===== config.mk =====
export PLATFORM = sky130hd
export DESIGN_NAME = hp_status_regs
export DESIGN_NICKNAME = d
export VERILOG_FILES = /design/src/rtl/hp_pkg.sv /design/src/rtl/hp_lowbit.sv /design/src/rtl/hp_slot_bank.sv /design/src/rtl/hp_drain_seq.sv /design/src/rtl/hp_status_regs.sv
export SDC_FILE = /design/constraint.sdc
export NUM_CORES = 2
export LEC_CHECK = 0
export BUFFER_PORTS_ARGS = -buffer_cell sky130_fd_sc_hd__clkbuf_2
export CAP_MARGIN = 10
export CORE_MARGIN = 4
export CORE_UTILIZATION = 50
export DETAILED_ROUTE_END_ITERATION = 10
export PLACE_DENSITY = 0.7
export SYNTH_ARGS = -nofsm -noshare
export SYNTH_HDL_FRONTEND = slang
export SYNTH_SLANG_ARGS = --single-unit

===== constraint.sdc =====
create_clock -name clk -period 10.2 [get_ports clk]
set_input_delay 0 -clock clk [delete_from_list [all_inputs] [get_ports clk]]
set_output_delay 0 -clock clk [all_outputs]
set_load 0.05 [all_outputs]

===== src/rtl/hp_pkg.sv =====
// Package: register offsets and decode shared by the hotplug status block.
// Assumes byte addressing of a 0x14-byte window with 32-bit registers.
package hp_pkg;
    localparam int DATA_W = 32;
    localparam int ADDR_W = 5;

    typedef enum logic [2:0] {
        K_UP    = 3'd0,
        K_DOWN  = 3'd1,
        K_EJECT = 3'd2,
        K_RMV   = 3'd3,
        K_SEL   = 3'd4,
        K_NONE  = 3'd5
    } reg_kind_e;

    // Map a byte offset onto the register it addresses.
    function automatic reg_kind_e decode_addr(input logic [ADDR_W-1:0] a);
        case (a)
            5'h00:   decode_addr = K_UP;
            5'h04:   decode_addr = K_DOWN;
            5'h08:   decode_addr = K_EJECT;
            5'h0C:   decode_addr = K_RMV;
            5'h10:   decode_addr = K_SEL;
            default: decode_addr = K_NONE;
        endcase
    endfunction
endpackage


===== src/rtl/hp_lowbit.sv =====
// Module: lowest-set-bit finder (count of trailing zeros) over a W-bit vector.
// Assumes W >= 2; idx is 0 when found is low.
module hp_lowbit #(
    parameter int W = 32,
    localparam int IW = $clog2(W)
) (
    input  logic [W-1:0]  vec,
    output logic          found,
    output logic [IW-1:0] idx
);
    // Scan from the top so the last hit is the lowest index.
    always_comb begin
        found = 1'b0;
        idx   = '0;
        for (int i = W - 1; i >= 0; i--) begin
            if (vec[i]) begin
                found = 1'b1;
                idx   = IW'(i);
            end
        end
    end
endmodule


===== src/rtl/hp_slot_bank.sv =====
// Module: one bus's insertion, removal-request and removable bitmaps.
// Assumes set inputs win over clear inputs in the same cycle.
module hp_slot_bank #(
    parameter int NUM_SLOT = 32
) (
    input  logic                clk,
    input  logic                rst_n,
    input  logic [NUM_SLOT-1:0] fixed,
    input  logic [NUM_SLOT-1:0] set_up,
    input  logic [NUM_SLOT-1:0] set_down,
    input  logic                clr_up_all,
    input  logic [NUM_SLOT-1:0] clr_slot,
    input  logic                load_rmv,
    output logic [NUM_SLOT-1:0] up_q,
    output logic [NUM_SLOT-1:0] down_q,
    output logic [NUM_SLOT-1:0] rmv_q
);
    logic [NUM_SLOT-1:0] up_keep;

    // Bits surviving this cycle's read-clear and eject-clear.
    always_comb begin
        up_keep = clr_up_all ? '0 : up_q;
        up_keep = up_keep & ~clr_slot;
    end

    // Update pending bitmaps; new events take priority over clears.
    always_ff @(posedge clk) begin
        if (!rst_n) begin
            up_q   <= '0;
            down_q <= '0;
        end else begin
            up_q   <= up_keep | set_up;
            down_q <= (down_q & ~clr_slot) | set_down;
        end
    end

    // Removable mask: complement of fixed slots at reset and after a drain.
    always_ff @(posedge clk) begin
        if (!rst_n || load_rmv) rmv_q <= ~fixed;
    end
endmodule


===== src/rtl/hp_drain_seq.sv =====
// Module: drain sequencer walking all buses and ejecting pending removals.
// Assumes 'found' reflects the current bus's removal bitmap combinationally.
module hp_drain_seq #(
    parameter int NUM_BUS = 8,
    localparam int BUS_W = $clog2(NUM_BUS)
) (
    input  logic             clk,
    input  logic             rst_n,
    input  logic             start,
    input  logic             found,
    output logic             busy,
    output logic [BUS_W-1:0] bus,
    output logic             eject,
    output logic             done
);
    localparam logic [BUS_W-1:0] LAST = BUS_W'(NUM_BUS - 1);

    // Eject while the current bus has work; finish after the last bus empties.
    always_comb begin
        eject = busy && found;
        done  = busy && !found && (bus == LAST);
    end

    // Step through buses once each has no pending removal left.
    always_ff @(posedge clk) begin
        if (!rst_n) begin
            busy <= 1'b0;
            bus  <= '0;
        end else if (!busy) begin
            if (start) begin
                busy <= 1'b1;
                bus  <= '0;
            end
        end else if (!found) begin
            if (bus == LAST) busy <= 1'b0;
            else             bus  <= bus + 1'b1;
        end
    end
endmodule


===== src/rtl/hp_status_regs.sv =====
// Module: multi-bus hotplug status register window for firmware.
// Assumes 32-bit registers, NUM_SLOT <= 32, NUM_BUS >= 2, and one access per cycle.
module hp_status_regs
    import hp_pkg::*;
#(
    parameter int NUM_BUS  = 8,
    parameter int NUM_SLOT = 32,
    localparam int BUS_W   = $clog2(NUM_BUS),
    localparam int SLOT_W  = $clog2(NUM_SLOT)
) (
    input  logic                         clk,
    input  logic                         rst_n,
    input  logic                         legacy_mode,
    input  logic [NUM_BUS*NUM_SLOT-1:0]  fixed_mask,
    input  logic                         plug_valid,
    input  logic [BUS_W-1:0]             plug_bus,
    input  logic [SLOT_W-1:0]            plug_slot,
    input  logic                         unplug_valid,
    input  logic [BUS_W-1:0]             unplug_bus,
    input  logic [SLOT_W-1:0]            unplug_slot,
    input  logic                         reg_req,
    input  logic                         reg_wr,
    input  logic [ADDR_W-1:0]            reg_addr,
    input  logic [3:0]                   reg_be,
    input  logic [DATA_W-1:0]            reg_wdata,
    output logic                         rsp_valid,
    output logic [DATA_W-1:0]            rsp_data,
    input  logic                         drain_start,
    output logic                         drain_busy,
    output logic                         evt_pulse,
    output logic                         ej_valid,
    output logic [BUS_W-1:0]             ej_bus,
    output logic [SLOT_W-1:0]            ej_slot
);
    logic [DATA_W-1:0]   sel_q;
    logic [NUM_SLOT-1:0] up_q   [NUM_BUS];
    logic [NUM_SLOT-1:0] down_q [NUM_BUS];
    logic [NUM_SLOT-1:0] rmv_q  [NUM_BUS];
    logic [NUM_BUS-1:0]  plug_hit, unplug_hit;

    reg_kind_e         kind;
    logic              acc_ok, rd_go, wr_go, sel_ok;
    logic [BUS_W-1:0]  sel_idx;
    logic [DATA_W-1:0] rd_val;

    logic              wr_found, wr_eject;
    logic [SLOT_W-1:0] wr_slot;
    logic              dr_found, dr_eject, dr_done;
    logic [BUS_W-1:0]  dr_bus;
    logic [SLOT_W-1:0] dr_slot;
    logic              ej_go, ej_fixed;
    logic [BUS_W-1:0]  ej_b;
    logic [SLOT_W-1:0] ej_s;

    // Access qualification and select range check.
    always_comb begin
        kind    = decode_addr(reg_addr);
        acc_ok  = reg_req && (reg_be == 4'hF) && !drain_busy;
        rd_go   = acc_ok && !reg_wr;
        wr_go   = acc_ok && reg_wr;
        sel_ok  = sel_q < DATA_W'(NUM_BUS);
        sel_idx = sel_q[BUS_W-1:0];
    end

    // Read mux for the selected bus.
    always_comb begin
        rd_val = '0;
        if (sel_ok) begin
            case (kind)
                K_UP:    rd_val = DATA_W'(up_q[sel_idx]);
                K_DOWN:  rd_val = DATA_W'(down_q[sel_idx]);
                K_RMV:   rd_val = DATA_W'(rmv_q[sel_idx]);
                K_SEL:   rd_val = sel_q;
                default: rd_val = '0;
            endcase
        end
    end

    hp_lowbit #(.W(NUM_SLOT)) u_wr_low (
        .vec   (reg_wdata[NUM_SLOT-1:0]),
        .found (wr_found),
        .idx   (wr_slot)
    );

    hp_drain_seq #(.NUM_BUS(NUM_BUS)) u_drain (
        .clk   (clk),
        .rst_n (rst_n),
        .start (drain_start),
        .found (dr_found),
        .busy  (drain_busy),
        .bus   (dr_bus),
        .eject (dr_eject),
        .done  (dr_done)
    );

    hp_lowbit #(.W(NUM_SLOT)) u_dr_low (
        .vec   (down_q[dr_bus]),
        .found (dr_found),
        .idx   (dr_slot)
    );

    // Merge the firmware eject and drain eject paths (mutually exclusive via busy).
    always_comb begin
        wr_eject = wr_go && (kind == K_EJECT) && sel_ok && wr_found;
        ej_go    = wr_eject || dr_eject;
        ej_b     = dr_eject ? dr_bus  : sel_idx;
        ej_s     = dr_eject ? dr_slot : wr_slot;
        ej_fixed = fixed_mask[int'(ej_b) * NUM_SLOT + int'(ej_s)];
    end

    for (genvar b = 0; b < NUM_BUS; b++) begin : g_bus
        logic [NUM_SLOT-1:0] set_up, set_down, clr_slot;
        logic                clr_up_all;

        // Per-bus set and clear vectors from events, reads and ejects.
        always_comb begin
            plug_hit[b]   = plug_valid   && (plug_bus   == BUS_W'(b));
            unplug_hit[b] = unplug_valid && (unplug_bus == BUS_W'(b));
            set_up        = plug_hit[b]   ? (NUM_SLOT'(1) << plug_slot)   : '0;
            set_down      = unplug_hit[b] ? (NUM_SLOT'(1) << unplug_slot) : '0;
            clr_slot      = (ej_go && ej_b == BUS_W'(b)) ? (NUM_SLOT'(1) << ej_s) : '0;
            clr_up_all    = rd_go && (kind == K_UP) && sel_ok &&
                            (sel_idx == BUS_W'(b)) && !legacy_mode;
        end

        hp_slot_bank #(.NUM_SLOT(NUM_SLOT)) u_bank (
            .clk        (clk),
            .rst_n      (rst_n),
            .fixed      (fixed_mask[b*NUM_SLOT +: NUM_SLOT]),
            .set_up     (set_up),
            .set_down   (set_down),
            .clr_up_all (clr_up_all),
            .clr_slot   (clr_slot),
            .load_rmv   (dr_done),
            .up_q       (up_q[b]),
            .down_q     (down_q[b]),
            .rmv_q      (rmv_q[b])
        );
    end

    // Select register; legacy mode pins it to bus 0.
    always_ff @(posedge clk) begin
        if (!rst_n) sel_q <= '0;
        else if (wr_go && kind == K_SEL) sel_q <= legacy_mode ? '0 : reg_wdata;
    end

    // Read response, one cycle after the request.
    always_ff @(posedge clk) begin
        if (!rst_n) begin
            rsp_valid <= 1'b0;
            rsp_data  <= '0;
        end else begin
            rsp_valid <= reg_req && !reg_wr;
            rsp_data  <= rd_go ? rd_val : '0;
        end
    end

    // Event pulse and eject strobe outputs.
    always_ff @(posedge clk) begin
        if (!rst_n) begin
            evt_pulse <= 1'b0;
            ej_valid  <= 1'b0;
            ej_bus    <= '0;
            ej_slot   <= '0;
        end else begin
            evt_pulse <= (|plug_hit) || (|unplug_hit);
            ej_valid  <= ej_go && !ej_fixed;
            ej_bus    <= ej_b;
            ej_slot   <= ej_s;
        end
    end
endmodule


==> metrics.md <==
| Metric | Value |
|---|---|
| Highest clock rate | `124 MHz` |
| Syn Nets | `4,852` |
| CP Data Arrival Time | `8610 ps` |
| GRT Total Usage | `36.7%` |
| Clock Path Buffers | `3` |
| Post-synth EDFFs | `256` |
| Pleak | `0.0186 uW` |
| Slew HR | `4.97%` |
| Final routed DRC violation total | `0` |
| Most used cell, CP | `nand4_1` |
| Crit path capture type | `flip-flop` |
| Vias | `41,000` |
| I/O pin count | `365` |
| Maximum vdd drop | `141 uV` |
| Clock root cell | `clkbuf_16` |
| Die Y | `306 um` |
| Die area | `93,700 um2` |
| Post-synth top area share | `26.6%` |
| Initial DRC count | `6,024` |
| Largest net degree at the start of global routing | `166` |
| Syn Inst Count | `4,529` |
| FILL cells | `7,175` |
| Main synth FF type | `dfxtp_1` |
| Crit path kind | `flip-flop to flip-flop` |
| CTS tree | `done` |
| Syn-to-layout area delta | `19.5%` |
| Post-CTS Setup Bufs | `0` |
| Placed inst area | `46,900 um2` |
| Antenna violations before repair | `10` |
| Startpoint class of the critical path | `flip-flop` |
| DR pass1 iterations | `8` |
| Detail Route Antenna Nets | `0` |
| Netlist cell types | `74` |
| Nets@finish | `5,309` |
| Layout cell share with drive strength beyond 1 | `17.7%` |
| RSZ-0062 raised after global routing | `false` |
| Fin Clk Skew | `26.1 ps` |
| Maximum fanout along the worst path | `66` |
| YS warnings | `0` |
| Clk slew on worst S/H paths | `60 ps` |
| Vias/cell | `6.57` |
| Synthesized area per cell | `9.81 um2` |
| Max incr delay on CP | `1270 ps` |
| Post-route cell area | `53,100 um2` |
| Hold Crit Class | `input pin to flip-flop` |
| Count leader, synth | `dfxtp_1` |
| FFs w/ async S/R, synth | `0%` |
| Max_cap viols | `0` |
| PortBufs | `364` |
| Htree depth | `3` |
| Share of the cycle needed by the critical path after routing | `79.0%` |
| Power per cell area | `152 nW/um2` |
| Synth cell count leaders | `dfxtp_1 (591), nand2_1 (588), o21ai_0 (379)` |
| Area leader, netlist | `dfxtp_1` |
| WL final | `178,000 um` |
| CP cell instances | `buf_4 > mux2i_1 > nand3_1 > nand4_1 > nand4_1 > or4_4 > o21ai_4 > mux2_2 > inv_1 > nor3_2 > a22oi_1 > a21oi_1 > a31oi_1 > o21ai_1 > o22ai_1` |
| Sequential share of the synthesized area | `43.9%` |
| Post-synthesis cell area | `44,500 um2` |
| Std-Cell Rows | `109` |
| Core area | `88,200 um2` |
| Synth Register Bits | `847` |
| Vias in the first global route | `40,000` |
| Tightest Pin Transition | `1410 ps` |
| Setup TNS | `0 ps` |
| Pwr Total | `8070 uW` |
| Slew Limit Fails | `0` |
| Post-DR wirelength/cell | `28.5 um` |
| Worst endpoint required time | `10,750 ps` |
| Cts repair resizes | `0` |
| First-pass GRT wire length | `261,000 um` |
| CP max-delay cell | `nor3_2` |
| Clock Latency Late Sink | `690 ps` |
| Crit path time final | `8060 ps` |
| Top post-synthesis cells by area | `dfxtp_1 (27%), edfxtp_1 (17%), mux4_2 (12%), a21boi_0 (5.9%), nand2_1 (5.0%)` |
| Final Hold Viols | `0` |
| Final count of negative-setup-slack endpoints | `0` |
| Initial core utilization | `50.4%` |
| Clock sinks | `847` |
| RD Place Congestion | `0.997` |
| Die Span X | `306 um` |
| DP HPWL | `111,000 um` |
| Congestion Overflow GR | `0` |
| CTS Buf Count | `93` |
| Status | `complete, no violations` |
-- critical path, delay by kind of cell, from the launching register on --
kind / cells / cell delay (ps)
mux: 2 / 1380
simple gates: 5 / 2350
flops: 1 / 750
buf+inv: 2 / 1640
compound gates: 6 / 1620
-- metrics by stage --
step           cells  hold WS, ps  utilization [%]  worst slack (ps)
5_1_grt         6232         56.1             60.2              2010
3_3_place_gp    5760          235             53.2              2510
3_5_place_dp    5761          235             53.2              2390
4_1_cts         6229         1.49             60.2              2380
6_report        6234         40.4             60.2              2140
2_1_floorplan   4529          110                -              1820
-- what timing repair did --
action	CTS	global route
endpoints found under the hold margin	439	0
setup endpoints to repair	0	0
hold buffers	295	0
-- cell usage in the layout (no fill, tap or decap), drive strengths merged, types with 6 or more instances in the layout --
cell type      n
buf           70
clkinvlp       8
nor2b        137
nand2        588
a211oi        17
a221o          6
a32oi         47
edfxtp       256
nor4          17
a21oi        113
and3           8
bufinv         8
o311ai         6
and2          89
a22o           8
nor3          50
a31oi          6
clkinv        24
or2            6
mux2          17
o21ai        383
nand4         14
a221oi         9
nor3b         30
dlygate4sd3  295
nand2b        19
o22ai         39
a22oi         58
inv          275
clkbuf       492
mux4         243
a21boi       354
nor2         206
dfxtp        591
o211ai       245
nand3         57
mux2i        214
-- power breakdown --
part,total [uW],switching [uW],internal [uW],leakage [uW]
sequential,3560,24.8,3540,0.00727
clock,3550,1490,2060,0.00156
combinational,958,626,332,0.00979
total,8070,2140,5930,0.0186
-- final cells by class --
cell class / count / area (um2) / area share (%)
multi-input cells: 3045 / 22500 / 42.4
flip-flops and latches: 847 / 19500 / 36.8
repair buffers: 728 / 5340 / 10.0
clock buffers: 129 / 2680 / 5.05
well taps: 1165 / 1460 / 2.74
inverters: 271 / 1020 / 1.92
clock inverters: 44 / 523 / 0.985
diodes: 5 / 12.5 / 0.0236
-- routing by layer --
layer	routed length (um)	up-vias	GRT usage, %
li1	-	17400	-
met1	64400	19700	47.3
met2	78600	3079	56.4
met3	23000	720	10.3
met4	11600	4	19.8
met5	26	-	0
-- final timing paths --
check        depth (start not counted)                                   from                                    end  slack [ps]
max                                 15            u_drain.bus[1]$_SDFFE_PN0P_                    ej_valid$_SDFF_PN0_        2140
min                                  4                            plug_bus[0]     g_bus[2].u_bank.up_q[2]$_SDFF_PN0_          40
min reg2reg                          2  g_bus[3].u_bank.down_q[19]$_SDFF_PN0_  g_bus[3].u_bank.down_q[19]$_SDFF_PN0_         490
max reg2reg                         15            u_drain.bus[1]$_SDFFE_PN0P_                    ej_valid$_SDFF_PN0_        2140
-- cells by family (layout without fill, tap and decap cells) --
logic type / Yosys count / in the layout / share of synthesized area, %
flops: 847 / 847 / 43.9
fa+ha+maj: 2 / 2 / 0.0563
other cells: 0 / 5 / 0
compound gates: 1325 / 1325 / 19.8
mux: 474 / 474 / 17.6
buf+inv: 637 / 1172 / 5.63
simple gates: 1244 / 1244 / 13.0
-- state kept, by name, indices dropped and copies added (netlist names) --
name                 flops
ej_bus                   3
rsp_data                32
g_bus.u_bank.down_q    256
u_drain.bus              3
evt_pulse                1
sel_q                   32
g_bus.u_bank.up_q      256
g_bus.u_bank.rmv_q     256
ej_slot                  5
ej_valid                 1
u_drain.busy             1
rsp_valid                1
Note: power is estimated with default switching activity, not from simulation.
